<file path="src/rtl/pscan_pkg.sv">
package pscan_pkg;
    parameter int WOFF_W = 8;
    parameter int BOFF_W = 3;
    parameter int PH_W   = 3;
    parameter int RPL_W  = 7;
    parameter int VOFF_W = 8;

    typedef struct packed {
        logic [WOFF_W-1:0] word_off;
        logic [BOFF_W-1:0] byte_off;
        logic [PH_W-1:0]   sub_off;
        logic              filt_en;
        logic              filt_sel;
        logic [RPL_W-1:0]  reads;
        logic [VOFF_W-1:0] line_off;
    } pan_cfg_t;

    typedef enum logic {SEQ_IDLE = 1'b0, SEQ_FETCH = 1'b1} seq_state_e;
endpackage

</file>
<file path="src/rtl/pscan_cfg_shadow.sv">
module pscan_cfg_shadow
    import pscan_pkg::*;
#(
    parameter int ADDR_W   = 24,
    parameter int STRIDE_W = 12
) (
    input  logic                clk,
    input  logic                rst_n,
    input  logic                frame_start,
    input  logic                src_bitstream,
    input  pan_cfg_t            host_cfg,
    input  pan_cfg_t            bs_cfg,
    input  logic [ADDR_W-1:0]   base_in,
    input  logic [STRIDE_W-1:0] stride_in,
    output pan_cfg_t            cfg_q,
    output logic [ADDR_W-1:0]   base_q,
    output logic [STRIDE_W-1:0] stride_q
);
    typedef struct packed {
        pan_cfg_t            cfg;
        logic [ADDR_W-1:0]   base;
        logic [STRIDE_W-1:0] stride;
    } shadow_t;

    shadow_t sh_d, sh_q;

    always_comb begin
        sh_d = sh_q;
        if (frame_start) begin
            sh_d.cfg    = src_bitstream ? bs_cfg : host_cfg;
            sh_d.base   = base_in;
            sh_d.stride = stride_in;
        end
    end

    always_ff @(posedge clk or negedge rst_n) begin
        if (!rst_n) sh_q <= '0;
        else        sh_q <= sh_d;
    end

    assign cfg_q    = sh_q.cfg;
    assign base_q   = sh_q.base;
    assign stride_q = sh_q.stride;

    assert_src_pick_R1: assert property (@(posedge clk) disable iff (!rst_n)
        frame_start |=> (cfg_q == ($past(src_bitstream) ? $past(bs_cfg) : $past(host_cfg))));
endmodule

</file>
<file path="src/rtl/pscan_line_seq.sv">
module pscan_line_seq
    import pscan_pkg::*;
#(
    parameter int LINE_W = 11
) (
    input  logic              clk,
    input  logic              rst_n,
    input  logic              frame_start,
    input  logic              line_start,
    input  logic [RPL_W-1:0]  reads,
    input  logic              req_ready,
    output logic              req_valid,
    output logic              req_last,
    output logic              line_done,
    output logic              load_line,
    output logic              advance,
    output logic [LINE_W-1:0] line_idx
);
    typedef struct packed {
        seq_state_e        st;
        logic [RPL_W-1:0]  k;
        logic [LINE_W-1:0] line;
        logic              done;
    } seq_t;

    seq_t s_d, s_q;
    logic at_last;

    assign at_last = (s_q.k == reads - RPL_W'(1));

    always_comb begin
        s_d       = s_q;
        s_d.done  = 1'b0;
        load_line = 1'b0;
        if (frame_start) begin
            s_d.st   = SEQ_IDLE;
            s_d.k    = '0;
            s_d.line = '0;
        end else begin
            unique case (s_q.st)
                SEQ_IDLE: begin
                    if (line_start) begin
                        if (reads == '0) begin
                            s_d.done = 1'b1;
                            s_d.line = s_q.line + LINE_W'(1);
                        end else begin
                            s_d.st    = SEQ_FETCH;
                            s_d.k     = '0;
                            load_line = 1'b1;
                        end
                    end
                end
                SEQ_FETCH: begin
                    if (req_ready) begin
                        if (at_last) begin
                            s_d.st   = SEQ_IDLE;
                            s_d.done = 1'b1;
                            s_d.line = s_q.line + LINE_W'(1);
                        end else begin
                            s_d.k = s_q.k + RPL_W'(1);
                        end
                    end
                end
                default: s_d.st = SEQ_IDLE;
            endcase
        end
    end

    always_ff @(posedge clk or negedge rst_n) begin
        if (!rst_n) s_q <= '{st: SEQ_IDLE, k: '0, line: '0, done: 1'b0};
        else        s_q <= s_d;
    end

    assign req_valid = (s_q.st == SEQ_FETCH);
    assign req_last  = req_valid && at_last;
    assign advance   = req_valid && req_ready;
    assign line_done = s_q.done;
    assign line_idx  = s_q.line;

    assert_done_idle_R6: assert property (@(posedge clk) disable iff (!rst_n)
        line_done |-> !req_valid);
    assert_last_close_R6: assert property (@(posedge clk) disable iff (!rst_n)
        (req_valid && req_ready && req_last && !frame_start) |=> (line_done && !req_valid));
    assert_zero_reads_R5: assert property (@(posedge clk) disable iff (!rst_n)
        (!req_valid && line_start && reads == '0 && !frame_start) |=> (line_done && !req_valid));
    assert_busy_ignore_R9: assert property (@(posedge clk) disable iff (!rst_n)
        (req_valid && !req_ready && !frame_start) |=> req_valid);
    assert_abort_R9: assert property (@(posedge clk) disable iff (!rst_n)
        frame_start |=> (!req_valid && !line_done && line_idx == '0));
    assert_rise_R11: assert property (@(posedge clk) disable iff (!rst_n)
        (!req_valid && line_start && reads != '0 && !frame_start) |=> req_valid);
endmodule

</file>
<file path="src/rtl/pscan_addr_gen.sv">
module pscan_addr_gen
    import pscan_pkg::*;
#(
    parameter int ADDR_W   = 24,
    parameter int STRIDE_W = 12,
    parameter int LINE_W   = 11
) (
    input  logic                clk,
    input  logic                rst_n,
    input  logic                load_line,
    input  logic                advance,
    input  logic [ADDR_W-1:0]   base,
    input  logic [STRIDE_W-1:0] stride,
    input  logic [VOFF_W-1:0]   line_off,
    input  logic [WOFF_W-1:0]   word_off,
    input  logic [LINE_W-1:0]   line_idx,
    output logic [ADDR_W-1:0]   addr_q
);
    logic [ADDR_W-1:0] addr_d;
    logic [ADDR_W-1:0] row_a;
    logic [ADDR_W-1:0] start_a;

    always_comb begin
        row_a   = ADDR_W'(line_off) + ADDR_W'(line_idx);
        start_a = base + row_a * ADDR_W'(stride) + ADDR_W'(word_off);
        addr_d  = addr_q;
        if (load_line)    addr_d = start_a;
        else if (advance) addr_d = addr_q + ADDR_W'(1);
    end

    always_ff @(posedge clk or negedge rst_n) begin
        if (!rst_n) addr_q <= '0;
        else        addr_q <= addr_d;
    end
endmodule

</file>
<file path="src/rtl/pscan_fetch_gen.sv">
module pscan_fetch_gen
    import pscan_pkg::*;
#(
    parameter int ADDR_W   = 24,
    parameter int STRIDE_W = 12,
    parameter int LINE_W   = 11
) (
    input  logic                clk,
    input  logic                rst_n,
    input  logic                frame_start,
    input  logic                line_start,
    input  logic                src_bitstream,
    input  logic [ADDR_W-1:0]   base_addr,
    input  logic [STRIDE_W-1:0] stride_words,
    input  logic [7:0]          host_word_off,
    input  logic [2:0]          host_byte_off,
    input  logic [2:0]          host_sub_off,
    input  logic                host_filt_en,
    input  logic                host_filt_sel,
    input  logic [6:0]          host_reads,
    input  logic [7:0]          host_line_off,
    input  logic [7:0]          bs_word_off,
    input  logic [2:0]          bs_byte_off,
    input  logic [2:0]          bs_sub_off,
    input  logic                bs_filt_en,
    input  logic                bs_filt_sel,
    input  logic [6:0]          bs_reads,
    input  logic [7:0]          bs_line_off,
    output logic                req_valid,
    input  logic                req_ready,
    output logic [ADDR_W-1:0]   req_addr,
    output logic                req_last,
    output logic                line_done,
    output logic [2:0]          byte_sel,
    output logic [2:0]          filt_phase,
    output logic                filt_en_o,
    output logic                filt_sel_o
);
    pan_cfg_t            host_cfg, bs_cfg, cfg;
    logic [ADDR_W-1:0]   base_s;
    logic [STRIDE_W-1:0] stride_s;
    logic                load_line, advance;
    logic [LINE_W-1:0]   line_idx;

    assign host_cfg = '{word_off: host_word_off, byte_off: host_byte_off, sub_off: host_sub_off,
                        filt_en: host_filt_en, filt_sel: host_filt_sel, reads: host_reads,
                        line_off: host_line_off};
    assign bs_cfg   = '{word_off: bs_word_off, byte_off: bs_byte_off, sub_off: bs_sub_off,
                        filt_en: bs_filt_en, filt_sel: bs_filt_sel, reads: bs_reads,
                        line_off: bs_line_off};

    pscan_cfg_shadow #(.ADDR_W(ADDR_W), .STRIDE_W(STRIDE_W)) u_shadow (
        .clk(clk), .rst_n(rst_n), .frame_start(frame_start), .src_bitstream(src_bitstream),
        .host_cfg(host_cfg), .bs_cfg(bs_cfg), .base_in(base_addr), .stride_in(stride_words),
        .cfg_q(cfg), .base_q(base_s), .stride_q(stride_s)
    );

    pscan_line_seq #(.LINE_W(LINE_W)) u_seq (
        .clk(clk), .rst_n(rst_n), .frame_start(frame_start), .line_start(line_start),
        .reads(cfg.reads), .req_ready(req_ready), .req_valid(req_valid), .req_last(req_last),
        .line_done(line_done), .load_line(load_line), .advance(advance), .line_idx(line_idx)
    );

    pscan_addr_gen #(.ADDR_W(ADDR_W), .STRIDE_W(STRIDE_W), .LINE_W(LINE_W)) u_addr (
        .clk(clk), .rst_n(rst_n), .load_line(load_line), .advance(advance),
        .base(base_s), .stride(stride_s), .line_off(cfg.line_off), .word_off(cfg.word_off),
        .line_idx(line_idx), .addr_q(req_addr)
    );

    assign byte_sel   = cfg.byte_off;
    assign filt_phase = cfg.filt_en ? cfg.sub_off : '0;
    assign filt_en_o  = cfg.filt_en;
    assign filt_sel_o = cfg.filt_sel;

    assert_addr_hold_R7: assert property (@(posedge clk) disable iff (!rst_n)
        (req_valid && !req_ready && !frame_start) |=> (req_valid && $stable(req_addr)));
    assert_addr_step_R3: assert property (@(posedge clk) disable iff (!rst_n)
        (req_valid && req_ready && !req_last && !frame_start) |=> (req_addr == $past(req_addr) + ADDR_W'(1)));
    assert_last_valid_R4: assert property (@(posedge clk) disable iff (!rst_n)
        req_last |-> req_valid);
    assert_lane_hold_R8: assert property (@(posedge clk) disable iff (!rst_n)
        !frame_start |=> ($stable(byte_sel) && $stable(filt_phase) && $stable(filt_sel_o)));
    assert_reset_quiet_R10: assert property (@(posedge clk)
        !rst_n |-> (!req_valid && !line_done));
endmodule

</file>
<file path="config.mk">
export PLATFORM = sky130hd
export DESIGN_NAME = pscan_fetch_gen
export DESIGN_NICKNAME = d
export VERILOG_FILES = /design/src/rtl/pscan_pkg.sv /design/src/rtl/pscan_cfg_shadow.sv /design/src/rtl/pscan_line_seq.sv /design/src/rtl/pscan_addr_gen.sv /design/src/rtl/pscan_fetch_gen.sv
export SDC_FILE = /design/constraint.sdc
export NUM_CORES = 1
export LEC_CHECK = 0
export ABC_CLOCK_PERIOD_IN_PS = 8180
export BUFFER_PORTS_ARGS = -buffer_cell sky130_fd_sc_hd__buf_2
export CAP_MARGIN = 10
export CORE_MARGIN = 4
export CORE_UTILIZATION = 55
export CTS_CLUSTER_DIAMETER = 50
export CTS_CLUSTER_SIZE = 28
export DETAILED_ROUTE_END_ITERATION = 7
export PLACE_DENSITY = 0.75
export SKIP_CTS_REPAIR_TIMING = 1
export SLEW_MARGIN = 30
export SYNTH_ARGS = -nofsm -noshare
export SYNTH_HDL_FRONTEND = slang
export SYNTH_HIERARCHICAL = 1
export SYNTH_SLANG_ARGS = --single-unit
</file>
<file path="constraint.sdc">
create_clock -name clk -period 8.18 [get_ports clk]
set_input_delay 1.227 -clock clk [delete_from_list [all_inputs] [get_ports clk]]
set_output_delay 1.227 -clock clk [all_outputs]
set_load 0.1 [all_outputs]
</file>
# ---- Yosys cells after proc, flatten, opt, wreduce, memory -nomap -nowiden
# Index checks and enable logic that the tools add are counted.
dict set report classes {
  addsub 7
  mul 1
  n_eq_ne 7
  muxes 18
  bitwise 1
  reduce_logical 6
}
# operator count
set op_table {}
lappend op_table {{$mux W24} 2}
lappend op_table {{$mux W20} 2}
lappend op_table {{$pmux W20 S2} 1}
lappend op_table {{$mux W31} 1}
lappend op_table {{$add A24 B1 Y24 const B} 1}
lappend op_table {{$add A24 B24 Y24} 1}
lappend op_table {{$add A24 B8 Y24} 1}
lappend op_table {{$mul A24 B12 Y24} 1}
lappend op_table {{$mux W12} 2}
lappend op_table {{$mux W19} 1}
lappend op_table {{$ne A3 B3 Y1 const B} 5}
lappend op_table {{$add A8 B11 Y12} 1}
lappend op_table {{$add A11 B1 Y11 const B} 1}
lappend op_table {{$mux W8} 1}
lappend op_table {{$reduce_and A4 Y1} 2}
lappend op_table {{$add A7 B1 Y7 const B} 1}
lappend op_table {{$eq A7 B7 Y1} 1}
lappend op_table {{$logic_not A7 Y1} 1}
lappend op_table {{$mux W7} 1}
lappend op_table {{$sub A7 B1 Y7 const B} 1}
lappend op_table {{$mux W1} 6}
lappend op_table {{$mux W3} 1}
lappend op_table {{$ne A3 B2 Y1 const B} 1}
lappend op_table {{$logic_and A1 B1 Y1} 2}
lappend op_table {{other kinds (2)} 2}
dict set report totals {
  reg_bits 111
  in_bits 104
}

# ---- Longest topological paths before layout
dict set report depth {
  depth_word 6
  depth_mapped 29
  depth_no_buf 27
}

# ---- Cells and area by module
# The synthesis kept the hierarchy.
# module n_inst cells_per_inst area_per_inst_um2 seq_area_each_um2
set by_module_without_submodules {}
lappend by_module_without_submodules {pscan_addr_gen 1 897 7892.6 600.6}
lappend by_module_without_submodules {pscan_cfg_shadow 1 211 3001.6 1676.6}
lappend by_module_without_submodules {pscan_line_seq 1 170 1519.0 500.5}
lappend by_module_without_submodules {pscan_fetch_gen 1 3 18.8 0.0}

# ---- Worst setup path after synthesis
# No wires, ideal clock.
dict set report synth_timing {
  path_kind {reg2reg}
  from {reg u_seq.s_q, in the netlist u_seq/line_idx[0]}
  to {reg u_addr.addr_q[20]}
  setup_ns 0.120
  arrival_ns 7.144
  required_ns 8.060
  slack_ns 0.916
  path_stages_with_launch 27
  path_buffers 4
  path_cell_list {dfrtp_1 -> buf_4 -> ha_1 -> fa_1 -> a21o_1 -> a21oi_2 -> o21bai_2 -> a2111oi_4 -> or2_1 -> buf_6 -> buf_12 -> mux2_4 -> fa_1 -> inv_1 -> fa_1 -> fa_1 -> fa_1 -> fa_1 -> ha_1 -> ha_1 -> buf_6 -> a21oi_1 -> o21bai_1 -> a211oi_1 -> nor3_1 -> or4_1 -> a31o_2}
}
dict set report synth_via {
  elab_chain_cells 5
}
# element line_no
set synth_lines {}
lappend synth_lines {{start, declared} pscan_line_seq.sv:26} ;# seq_t s_d, s_q;
lappend synth_lines {{start signal, assigned} pscan_line_seq.sv:70} ;# if (!rst_n) s_q <= '{st: SEQ_IDLE, k: '0, line: '0, done: 1'b0};
lappend synth_lines {{$add A8 B11 Y12} pscan_addr_gen.sv:24} ;# row_a = ADDR_W'(line_off) + ADDR_W'(line_idx);
lappend synth_lines {{$mul A24 B12 Y24} pscan_addr_gen.sv:25} ;# start_a = base + row_a * ADDR_W'(stride) + ADDR_W'(word_off);
lappend synth_lines {{$add A24 B24 Y24} pscan_addr_gen.sv:25}
lappend synth_lines {{$add A24 B8 Y24} pscan_addr_gen.sv:25}
lappend synth_lines {{$mux W24} pscan_addr_gen.sv:27} ;# if (load_line) addr_d = start_a;
lappend synth_lines {{end signal, assigned} pscan_addr_gen.sv:33} ;# else addr_q <= addr_d;
lappend synth_lines {{end, declared} pscan_addr_gen.sv:17} ;# output logic [ADDR_W-1:0] addr_q
# Every way passes these cells.
# A chain may end at the register's enable or synchronous reset.

# ---- Worst setup path in the final report
dict set report layout_timing {
  from {reg u_seq.s_q, in the netlist u_seq/line_idx[0]}
  to {reg u_addr.addr_q[19]}
}
# Same word-level chain as after synthesis.

==> results.txt <==
After detailed routing, the total wire length is approximately 27 mm. The wire length of the first global-routing pass came out at approximately 45 mm. The maximum number of pins on one net before global-route repair is 70. The mapped netlist covers between 0.01 and 0.015 mm2.

The initial antenna violation count is 0. The count of clock tree sinks is 111. The number of DRC violations after detailed-routing iteration 0 came out at between 500 and 600. The sequential cell area came out at between 0.002 and 0.003 mm2. The type of the worst setup path is flop to flop.

The final count of hold timing violations came out at 0. The multi-input combinational cells in the finished layout cover a total of around 0.0086 mm2. The cell count of the worst hold path is 1. The count of nets left with antenna violations once routing finished came out at 0.

Of all cell types, the one taking the most synthesized area is sky130_fd_sc_hd__dfrtp_1. The max-slew violation count came to 0. During synthesis, Yosys emitted a total of 6 warnings. The initial standard-cell utilization of the core came out at a little under three fifths. The fraction of the yosys area taken by sequential cells is between 20 and 25%. The filler cells instantiated in the layout total approximately 1.9k. In this run the mean area of a mapped cell was about 9.7 um2. The worst reg2reg path depth came out at 27. The post-route minimum period is around 7.7 ns. The clock tree root driver cell is sky130_fd_sc_hd__clkbuf_16. The worst setup path is captured at a flop.

The area added between synthesis and finish came out at 7.47%. In this run the worst path has a maximum fanout of 12. The H-tree level count is 3.

The floorplan step set the die height to roughly 160 um. The worst pin sits at a relative slew slack of about two fifths. The biggest cell delay along the critical path came out at 0.53 ns. The final layout net count came out at 1688. The number of iterations in the first detailed-routing pass came out at 5. Global routing used between 20 and 25% of the available tracks across all layers. Row generation in the floorplan step produced 54 rows.

Counting every net in the synthesized netlist gives 1606. Setup violations remaining at the end of the flow were counted as 0. The width of the die came out at between 150 and 200 um. Cells with a size suffix above 1 make up between 10% and 20% of the layout. The highest clock rate came out at about 130 MHz. The die covers about 0.025 mm2. The count of buffers inserted at the top-level ports is 138. For this design the top-level I/O count stands at approximately 140. The slowest stage of the critical path is the sky130_fd_sc_hd__fa_1 cell. In the layout the commonest cells are 160 x sky130_fd_sc_hd__inv_1, 136 x sky130_fd_sc_hd__buf_2, 128 x sky130_fd_sc_hd__fa_1, 111 x sky130_fd_sc_hd__dfrtp_1, 103 x sky130_fd_sc_hd__nand2_1.

The via count of the routed design came out at ~9.1k. In this run, synthesis inferred 0 flip-flops with an integrated enable. The worst hold path belongs to the class flop to flop. Clock latency on the worst-skew pair, taken at its later pin, is approximately 0.38 ns. Detailed placement ended at an HPWL of 21.5 mm. The final setup TNS is 0 ns.

Dividing the detail-routed via count by the number of cells gives ~5.5. The clock arrives with 0.0133 ns of skew. The post-synthesis instance total came out at 1281.

Data arrives at the worst endpoint at roughly 7.9 ns. The final critical path takes up a little over nine tenths of the cycle. The number of distinct library cell variants in the gate-level netlist after synthesis came out at between 70 and 80.

The most numerous cell type found on the critical path is sky130_fd_sc_hd__fa_1. In this run, synthesis produced a sequential element count of ~110. After detailed routing, the number of remaining DRC violations is 0. The category of the worst setup path launch point is a flop. Data on the critical path is required at its endpoint by 8.44 ns. The library cell used most frequently in the layout, excluding fill and tap cells, is sky130_fd_sc_hd__inv_1.

The maximum number of buffers from clock root to sink is 2. The average detailed-routed wire length per instance is 16.4 um. The number of CTS-inserted buffers came out at 9. The top cell type by area accounts for 22.3% of the synthesized area. Max-cap violations in this run came to 0. At the end of routability-driven placement, the weighted congestion stood at 0.909. The async set-or-reset flop fraction in the synthesized netlist is 100%. The clock-pin slew on the worst setup and hold paths is 0.09 ns. Setup repair after global routing left no endpoint under its margin. After global routing the overflow that remains totals 0. Ranked by total cell area, the synthesized netlist is headed by sky130_fd_sc_hd__dfrtp_1 22%, sky130_fd_sc_hd__fa_1 21%, sky130_fd_sc_hd__ha_1 9.4%. TritonCTS built the clock tree. The number of global-route vias before repair is approximately 9k. The flow ran to the end, and the final reports show no timing, DRC or antenna violations. In the synthesized netlist the dominant register cell turns out to be sky130_fd_sc_hd__dfrtp_1. The standard cell core area is ~0.022 mm2. The antenna cell count came out at 0. The slew of the pin with the lowest slew margin came out at between 0.9 and 1 ns.
[worst max-delay path, delay by kind of cell, from the launching register on]
kind                     cells  cell delay [ns]
flip-flops                   1             0.43
adder cells (fa/ha/maj)      9             3.99
AO/OA/AOI/OAI               10             2.26
buffers and inverters        6             0.31
AND/OR/NAND/NOR              1             0.29
XOR/XNOR                     1             0.28
[cell usage after synthesis (3+ instances only)]
cell type and count:
sky130_fd_sc_hd__a211o_1 3, sky130_fd_sc_hd__a211oi_1 10, sky130_fd_sc_hd__a21bo_2 4, sky130_fd_sc_hd__a21boi_1 9, sky130_fd_sc_hd__a21o_1 13, sky130_fd_sc_hd__a21oi_1 73, sky130_fd_sc_hd__a21oi_2 3, sky130_fd_sc_hd__a31o_2 3
sky130_fd_sc_hd__a31oi_1 4, sky130_fd_sc_hd__and2_1 77, sky130_fd_sc_hd__and3_1 10, sky130_fd_sc_hd__and4_1 3, sky130_fd_sc_hd__buf_12 7, sky130_fd_sc_hd__buf_2 8, sky130_fd_sc_hd__buf_4 12, sky130_fd_sc_hd__buf_6 8
sky130_fd_sc_hd__clkbuf_1 37, sky130_fd_sc_hd__dfrtp_1 111, sky130_fd_sc_hd__fa_1 128, sky130_fd_sc_hd__ha_1 93, sky130_fd_sc_hd__inv_1 160, sky130_fd_sc_hd__mux2_2 4, sky130_fd_sc_hd__mux2_4 39, sky130_fd_sc_hd__mux2i_1 43
sky130_fd_sc_hd__nand2_1 103, sky130_fd_sc_hd__nand2b_1 17, sky130_fd_sc_hd__nand3_1 23, sky130_fd_sc_hd__nand3b_1 6, sky130_fd_sc_hd__nand4_1 14, sky130_fd_sc_hd__nor2_1 72, sky130_fd_sc_hd__nor2b_1 8, sky130_fd_sc_hd__nor3_1 12
sky130_fd_sc_hd__nor4_1 4, sky130_fd_sc_hd__o211ai_1 5, sky130_fd_sc_hd__o21a_1 4, sky130_fd_sc_hd__o21ai_0 28, sky130_fd_sc_hd__o22ai_1 6, sky130_fd_sc_hd__o31ai_1 5, sky130_fd_sc_hd__or3_1 11, sky130_fd_sc_hd__xnor2_1 30
sky130_fd_sc_hd__xor2_1 23
[per-stage QoR]
| stage | instances | setup slack, ns | area [um2] | utilization, % | hold WS (ns) |
|---|---|---|---|---|---|
| 6_report | 1648 | 0.516 | 13400 | 60.7 | 0.517 |
| 5_1_grt | 1648 | 0.110 | 13400 | 60.7 | 0.537 |
| 4_1_cts | 1648 | 0.542 | 13300 | 60.5 | 0.520 |
| 3_5_place_dp | 1632 | 0.570 | 13000 | 59.1 | 0.494 |
| 3_3_place_gp | 1632 | 0.750 | 13000 | 59.1 | 0.497 |
| 2_1_floorplan | 1281 | 0.916 | 12400 | - | 0.482 |
[kinds of logic after synthesis]
logic type | after synthesis | synth area share [%]
AOI/OAI and AO/OA | 197 | 10.7
xor gates and xnor gates | 53 | 3.73
adders and majority gates | 221 | 30.0
buffers and inverters | 235 | 9.05
DFF | 111 | 22.3
muxes | 88 | 8.72
and+or+nand+nor | 376 | 15.5
[per-layer routing]
layer	vias to the layer above	global-route usage, %	share of wire [%]
li1	4391	-	-
met1	4454	29.9	45
met3	29	3.70	4.6
met5	-	0	0
met4	0	6.05	1.6
met2	211	37.7	49
[state kept, by name (all words and copies together), names as in the netlist]
name,count
u_seq/line_done,1
u_seq/req_valid,1
u_seq/line_idx,11
u_shadow/cfg_q,31
u_seq/s_q,7
u_addr/addr_q,24
u_shadow/base_q,24
u_shadow/stride_q,12
[cell type report]
| type | count | share of cell area, % |
|---|---|---|
| inverter | 160 | 4.50 |
| sequential | 111 | 20.8 |
| multi-input combinational | 935 | 64.1 |
| tap | 280 | 2.62 |
| timing repair buffer | 146 | 5.66 |
| clock inverter | 6 | 0.543 |
| clock buffer | 10 | 1.79 |
[path summary, 6_finish.rpt]
path / startpoint / endpoint / slack, ns
min: u_shadow/base_q[3] / u_shadow/base_q[3] / 0.52
max in group asynchronous: rst_n / u_seq/line_idx[10] / 6.08
max reg2reg: u_seq/line_idx[0] / u_addr/addr_q[19] / 0.52
max: u_seq/line_idx[0] / u_addr/addr_q[19] / 0.52
min reg2reg: u_shadow/base_q[3] / u_shadow/base_q[3] / 0.52
min in group asynchronous: rst_n / u_addr/addr_q[1] / 0.83
Power is left out: the tool's default activity adds up to more than one toggle a clock period on the data nets, which glitch-free logic cannot reach.
